===== config.mk =====
export PLATFORM = sky130hd
export DESIGN_NAME = status_flag_reg
export DESIGN_NICKNAME = d
export VERILOG_FILES = /design/src/rtl/status_flag_pkg.sv /design/src/rtl/status_flag_ctrl.sv /design/src/rtl/status_flag_dp.sv /design/src/rtl/status_flag_reg.sv
export SDC_FILE = /design/constraint.sdc
export NUM_CORES = 1
export LEC_CHECK = 0
export CAP_MARGIN = 10
export CORE_AREA = 4 4 42 44
export CTS_CLUSTER_DIAMETER = 150
export CTS_CLUSTER_SIZE = 8
export DETAILED_ROUTE_END_ITERATION = 12
export DIE_AREA = 0 0 46 48
export DONT_BUFFER_PORTS = 1
export GPL_ROUTABILITY_DRIVEN = 0
export PLACE_DENSITY = 0.66
export SLEW_MARGIN = 15
export SYNTH_ARGS = -nofsm -noshare
export SYNTH_HDL_FRONTEND = slang
export SYNTH_SLANG_ARGS = --single-unit

===== constraint.sdc =====
create_clock -name clk -period 2.8 [get_ports clk]
set_input_delay 0.14 -clock clk [delete_from_list [all_inputs] [get_ports clk]]
set_output_delay 0.14 -clock clk [all_outputs]
set_load 0.02 [all_outputs]

===== src/rtl/status_flag_pkg.sv =====
package status_flag_pkg;
  localparam int FLAG_W = 8;
  localparam int IDX_W  = $clog2(FLAG_W);
  localparam int OP_W   = 3;
  localparam int T_POS  = 6;
  localparam int I_POS  = 7;

  typedef enum logic [OP_W-1:0] {
    OP_NONE  = 3'd0,
    OP_SET   = 3'd1,
    OP_CLR   = 3'd2,
    OP_STORE = 3'd3,
    OP_LOAD  = 3'd4
  } flagOp_e;

  typedef struct packed {
    logic             setEn;
    logic             clrEn;
    logic             storeEn;
    logic             loadEn;
    logic [IDX_W-1:0] idx;
  } ctrlStrobe_t;
endpackage


===== src/rtl/status_flag_ctrl.sv =====
module status_flag_ctrl
  import status_flag_pkg::*;
(
  input  logic             clk,
  input  logic             rstN,
  input  logic [OP_W-1:0]  opCode,
  input  logic [IDX_W-1:0] bitIdx,
  output ctrlStrobe_t      strb
);
  always_comb begin
    strb         = '0;
    strb.idx     = bitIdx;
    case (opCode)
      OP_SET:   strb.setEn   = 1'b1;
      OP_CLR:   strb.clrEn   = 1'b1;
      OP_STORE: strb.storeEn = 1'b1;
      OP_LOAD:  strb.loadEn  = 1'b1;
      default:  ;
    endcase
  end


  one_strobe_chk: assert property (@(posedge clk) disable iff (!rstN)
    $onehot0({strb.setEn, strb.clrEn, strb.storeEn, strb.loadEn}));


  unused_code_chk: assert property (@(posedge clk) disable iff (!rstN)
    (opCode > 3'd4 || opCode == 3'd0) |->
      !(strb.setEn || strb.clrEn || strb.storeEn || strb.loadEn));
endmodule


===== src/rtl/status_flag_dp.sv =====
module status_flag_dp
  import status_flag_pkg::*;
(
  input  logic              clk,
  input  logic              rstN,
  input  ctrlStrobe_t       strb,
  input  logic [FLAG_W-1:0] srcByte,
  input  logic [FLAG_W-1:0] aluFlags,
  input  logic [FLAG_W-1:0] aluMask,
  output logic [FLAG_W-1:0] statusQ,
  output logic [FLAG_W-1:0] dstByte
);
  logic [FLAG_W-1:0] flagsQ;
  logic [FLAG_W-1:0] flagsD;
  logic [IDX_W-1:0]  tgtIdx;
  logic              writeEn;
  logic              writeVal;
  logic              srcBit;
  logic              tBit;

  assign tBit     = flagsQ[T_POS];
  assign srcBit   = srcByte[strb.idx];
  assign writeEn  = strb.setEn | strb.clrEn | strb.storeEn;
  assign tgtIdx   = strb.storeEn ? IDX_W'(T_POS) : strb.idx;
  assign writeVal = strb.setEn ? 1'b1 : (strb.clrEn ? 1'b0 : srcBit);

  for (genvar i = 0; i < FLAG_W; i++) begin : g_flag
    logic hit;
    assign hit = writeEn && (tgtIdx == IDX_W'(i));
    always_comb begin
      if (hit)             flagsD[i] = writeVal;
      else if (aluMask[i]) flagsD[i] = aluFlags[i];
      else                 flagsD[i] = flagsQ[i];
    end
    assign dstByte[i] = (strb.loadEn && strb.idx == IDX_W'(i)) ? tBit : srcByte[i];
  end

  always_ff @(posedge clk or negedge rstN) begin
    if (!rstN) flagsQ <= '0;
    else       flagsQ <= flagsD;
  end

  assign statusQ = flagsQ;


  set_bit_chk: assert property (@(posedge clk) disable iff (!rstN)
    strb.setEn |=> flagsQ[$past(strb.idx)] == 1'b1);


  clr_bit_chk: assert property (@(posedge clk) disable iff (!rstN)
    strb.clrEn |=> flagsQ[$past(strb.idx)] == 1'b0);


  store_t_chk: assert property (@(posedge clk) disable iff (!rstN)
    strb.storeEn |=> flagsQ[T_POS] == $past(srcByte[strb.idx]));


  idle_hold_chk: assert property (@(posedge clk) disable iff (!rstN)
    (!strb.setEn && !strb.clrEn && !strb.storeEn && aluMask == '0) |=> $stable(flagsQ));


  alu_take_chk: assert property (@(posedge clk) disable iff (!rstN)
    (!strb.setEn && !strb.clrEn && !strb.storeEn) |=>
      ((flagsQ & $past(aluMask)) == ($past(aluFlags) & $past(aluMask))));
endmodule


===== src/rtl/status_flag_reg.sv =====
module status_flag_reg
  import status_flag_pkg::*;
(
  input  logic              clk,
  input  logic              rstN,
  input  logic [OP_W-1:0]   opCode,
  input  logic [IDX_W-1:0]  bitIdx,
  input  logic [FLAG_W-1:0] srcByte,
  input  logic [FLAG_W-1:0] aluFlags,
  input  logic [FLAG_W-1:0] aluMask,
  output logic [FLAG_W-1:0] statusQ,
  output logic [FLAG_W-1:0] dstByte,
  output logic              intEnable
);
  ctrlStrobe_t strb;

  status_flag_ctrl u_ctrl (
    .clk(clk), .rstN(rstN), .opCode(opCode), .bitIdx(bitIdx), .strb(strb)
  );

  status_flag_dp u_dp (
    .clk(clk), .rstN(rstN), .strb(strb), .srcByte(srcByte),
    .aluFlags(aluFlags), .aluMask(aluMask), .statusQ(statusQ), .dstByte(dstByte)
  );

  assign intEnable = statusQ[I_POS];


  reset_clear_chk: assert property (@(posedge clk) !rstN |-> statusQ == '0);


  int_enable_chk: assert property (@(posedge clk) disable iff (!rstN)
    intEnable == statusQ[I_POS]);
endmodule


==> impl_metrics.csv <==
group,metric,value,unit
critical_path,path_buf_inv,0,
layout,final_common_cell,"mux2i_1",
die,rows,14,
layout,largest_reg_flops,8,
synthesis,synth-seq-cells,8,
run_status,status,"completed",
detailed_routing,vias,586,
placed_design,port-buffer-count,0,
timing,timing.final.crit_period,1.557,ns
min_path,min_path_type,"input port to register",
timing,slew_headroom,49.61,%
synthesis,synthXorXnorAreaFrac,1.215,%
timing,fin_crit_sh,55.62,%
synthesis,synth_compound_area_share,8.854,%
timing,fmax,642.1,MHz
clock_tree,cts.sinks,8,
synthesis,synthesis.instances,75,
timing,finalSetupViolCount,0,
die,die_x,46,um
detailed_routing,avgRoutedWirePerCell,18.65,um
die,io_pins,49,
synthesis,ys_seq_area_share,27.78,%
power,leakage,0.0002668,uW
layout,syn_to_final_growth,3.472,%
timing,setup_tns,0,ns
grt,antenna_found_initial,0,
layout,fillers,144,
critical_path,required,2.66,ns
synthesis,synth_top_family_by_area,"multiplexers",
detailed_routing,wl,1697,um
critical_path,cp.arrival,1.42,ns
timing,hold_viol,0,
clock_tree,cts.clk_slew.worst_paths,0.06,ns
clock_tree,post_cts_buffers,0,
critical_path,crit_path_max_fanout,5,
die,die_area,0.002208,mm^2
power,totalPowerFinal,319.9,uW
layout,ff_latch_area,200.2,um^2
grt,grt_max_degree,14,
power,power_density,429.0,mW/mm^2
layout,layout.nets,109,
clock_tree,cts.htree.levels,1,
synthesis,avgSynthCellArea,9.609,um^2
layout,layout-drive-gt1-share,20.00,%
synthesis,async_flop_share,100.0,%
timing,fin_worst_skew,0,ns
grt,grt-ovfl-total,0,
clock_tree,insertion_delay,0.26,ns
die,core,0.001436,mm^2
synthesis,yosys.area_share.simple,24.48,%
timing,slew_violations,0,
synthesis,synth_adder_area_share,0,%
synthesis,synth_fp_nets,107,
synthesis,synth_cell_type_count,27,
synthesis,synth-main-ff-cell,"dfrtp_1",
detailed_routing,drt_first_pass_iters,4,
grt,grt_pass1_vias,558,
synthesis,syn_area,720.7,um^2
timing,tightest_slew,0.7454,ns
die,start_util,50.17,%
critical_path,critPathSlowestCell,"nor4b_1",
placed_design,place_hpwl,1343,um
layout,mostFrequentLayoutCells,"mux2i_1, mux2_2, nand2_1, dfrtp_1, nor2b_1",
synthesis,synth_area_leaders,"dfrtp_1, mux2i_1, mux2_2, nor2b_1, nand2_1",
grt,grt_pass1_wl,2484,um
power,irDropWorstVdd,0.2763,mV
placed_design,place_inst,87,
critical_path,cp-startpoint,"opCode[0]",
clock_tree,clockBufferDepth,2,
placed_design,place_ws,1.215,ns
critical_path,r2r_start,"u_dp.statusQ[6]",
min_path,hold_start,"opCode[1]",
critical_path,crit_family,"simple AND/OR/NAND/NOR gates",
synthesis,yosysTopAreaCell,"dfrtp_1",
detailed_routing,routed_via_density,6.440,
timing,rsz0062_at_grt,"no",
job,drv_cap,0,
grt,grt_use_total,16.16,%
synthesis,yosysTopAreaCellShare,27.78,%
detailed_routing,drc,0,
critical_path,startpoint_type,"input port",
clock_tree,cts_buffers,3,
critical_path,end_kind,"primary output",
synthesis,synth-warning-count,0,
critical_path,path_class,"input port to primary output",
clock_tree,clockRootBuffer,"clkbuf_4",
layout,diodes,0,
die,dieHeight,48,um
synthesis,synthMuxAreaShare,33.85,%
timing,layout_setup_ws,1.243,ns
detailed_routing,drt_iter0_drc,9,
synthesis,synth_edf_count,0,
timing,whs,0.04141,ns
critical_path,crit_chain,"nor4b_1 -> nand3_1 -> mux2_1",
critical_path,critPathMaxStageDelay,0.66,ns
clock_tree,cts_tree,"built",
detailed_routing,ant_nets,0,
layout,stdcell_count,91,
layout,multi_input_area,493.0,um^2
==> cell families after synthesis <==
family,Yosys count
flops,8
buf+inv,4
simple gates,30
mux,23
compound gates,9
xor+xnor,1
==> through the flow <==
step	instance area [um^2]	util, %
final	745.7	51.92
after global routing	745.7	51.92
after CTS	745.7	51.92
after detailed placement	713.2	49.65
after global placement	713.2	49.65
after floorplan	720.7	-
==> synthesized netlist by cell type, types with 2 or more instances <==
| library cell | number |
|---|---|
| mux2i_1 | 12 |
| mux2_2 | 10 |
| dfrtp_1 | 8 |
| nand2_1 | 8 |
| nor2b_1 | 6 |
| nor3b_1 | 4 |
| a31oi_1 | 3 |
| nor2_1 | 3 |
| a221oi_1 | 2 |
| nand3_1 | 2 |
==> worst register-to-register path: cells and delay by family (launching register included) <==
family / cells / cell delay, ns
flip-flops: 1 / 0.53
AO/OA/AOI/OAI: 2 / 0.28
multiplexers: 1 / 0.34
==> power by group <==
group          switching [uW]  leakage (uW)  internal (uW)
Clock                    40.9     0.0000138           49.2
Sequential               32.8     0.0000944            129
Combinational            33.4      0.000159           34.5
Total                     107      0.000267            213
==> layer usage <==
layer  up-vias  global-route usage [%]  part of all wire [%]
li1        281                       -                     -
met1       273                   20.13                    42
met2        30                   22.80                    46
met3         2                   9.398                    11
met4         0                   6.250                  0.94
met5         -                       0                     0
==> path summary, 6_finish.rpt <==
path	to	slack, ns	depth (start not counted)
worst min register to register	u_dp.statusQ[1]	0.72	2
min in group asynchronous	u_dp.statusQ[2]	0.23	1
worst max register to register	u_dp.statusQ[6]	1.52	3
worst max-delay path	dstByte[3]	1.24	3
max in group asynchronous	u_dp.statusQ[3]	2.30	1
worst min-delay path	u_dp.statusQ[6]	0.04	1
==> what timing repair did <==
item                                   in CTS  in global routing
endpoints found under the hold margin       8                  0
resized for setup                           0                  0
setup endpoints to repair                   0                  0
hold buffers                                1                  0
==> layout make-up <==
cell class,instances,share of cell area [%]
well taps,16,2.685
repair buffers,1,1.342
multi-input cells,63,66.11
flip-flops and latches,8,26.85
clock buffers,3,3.020
Note: power is estimated with default switching activity, not from simulation.
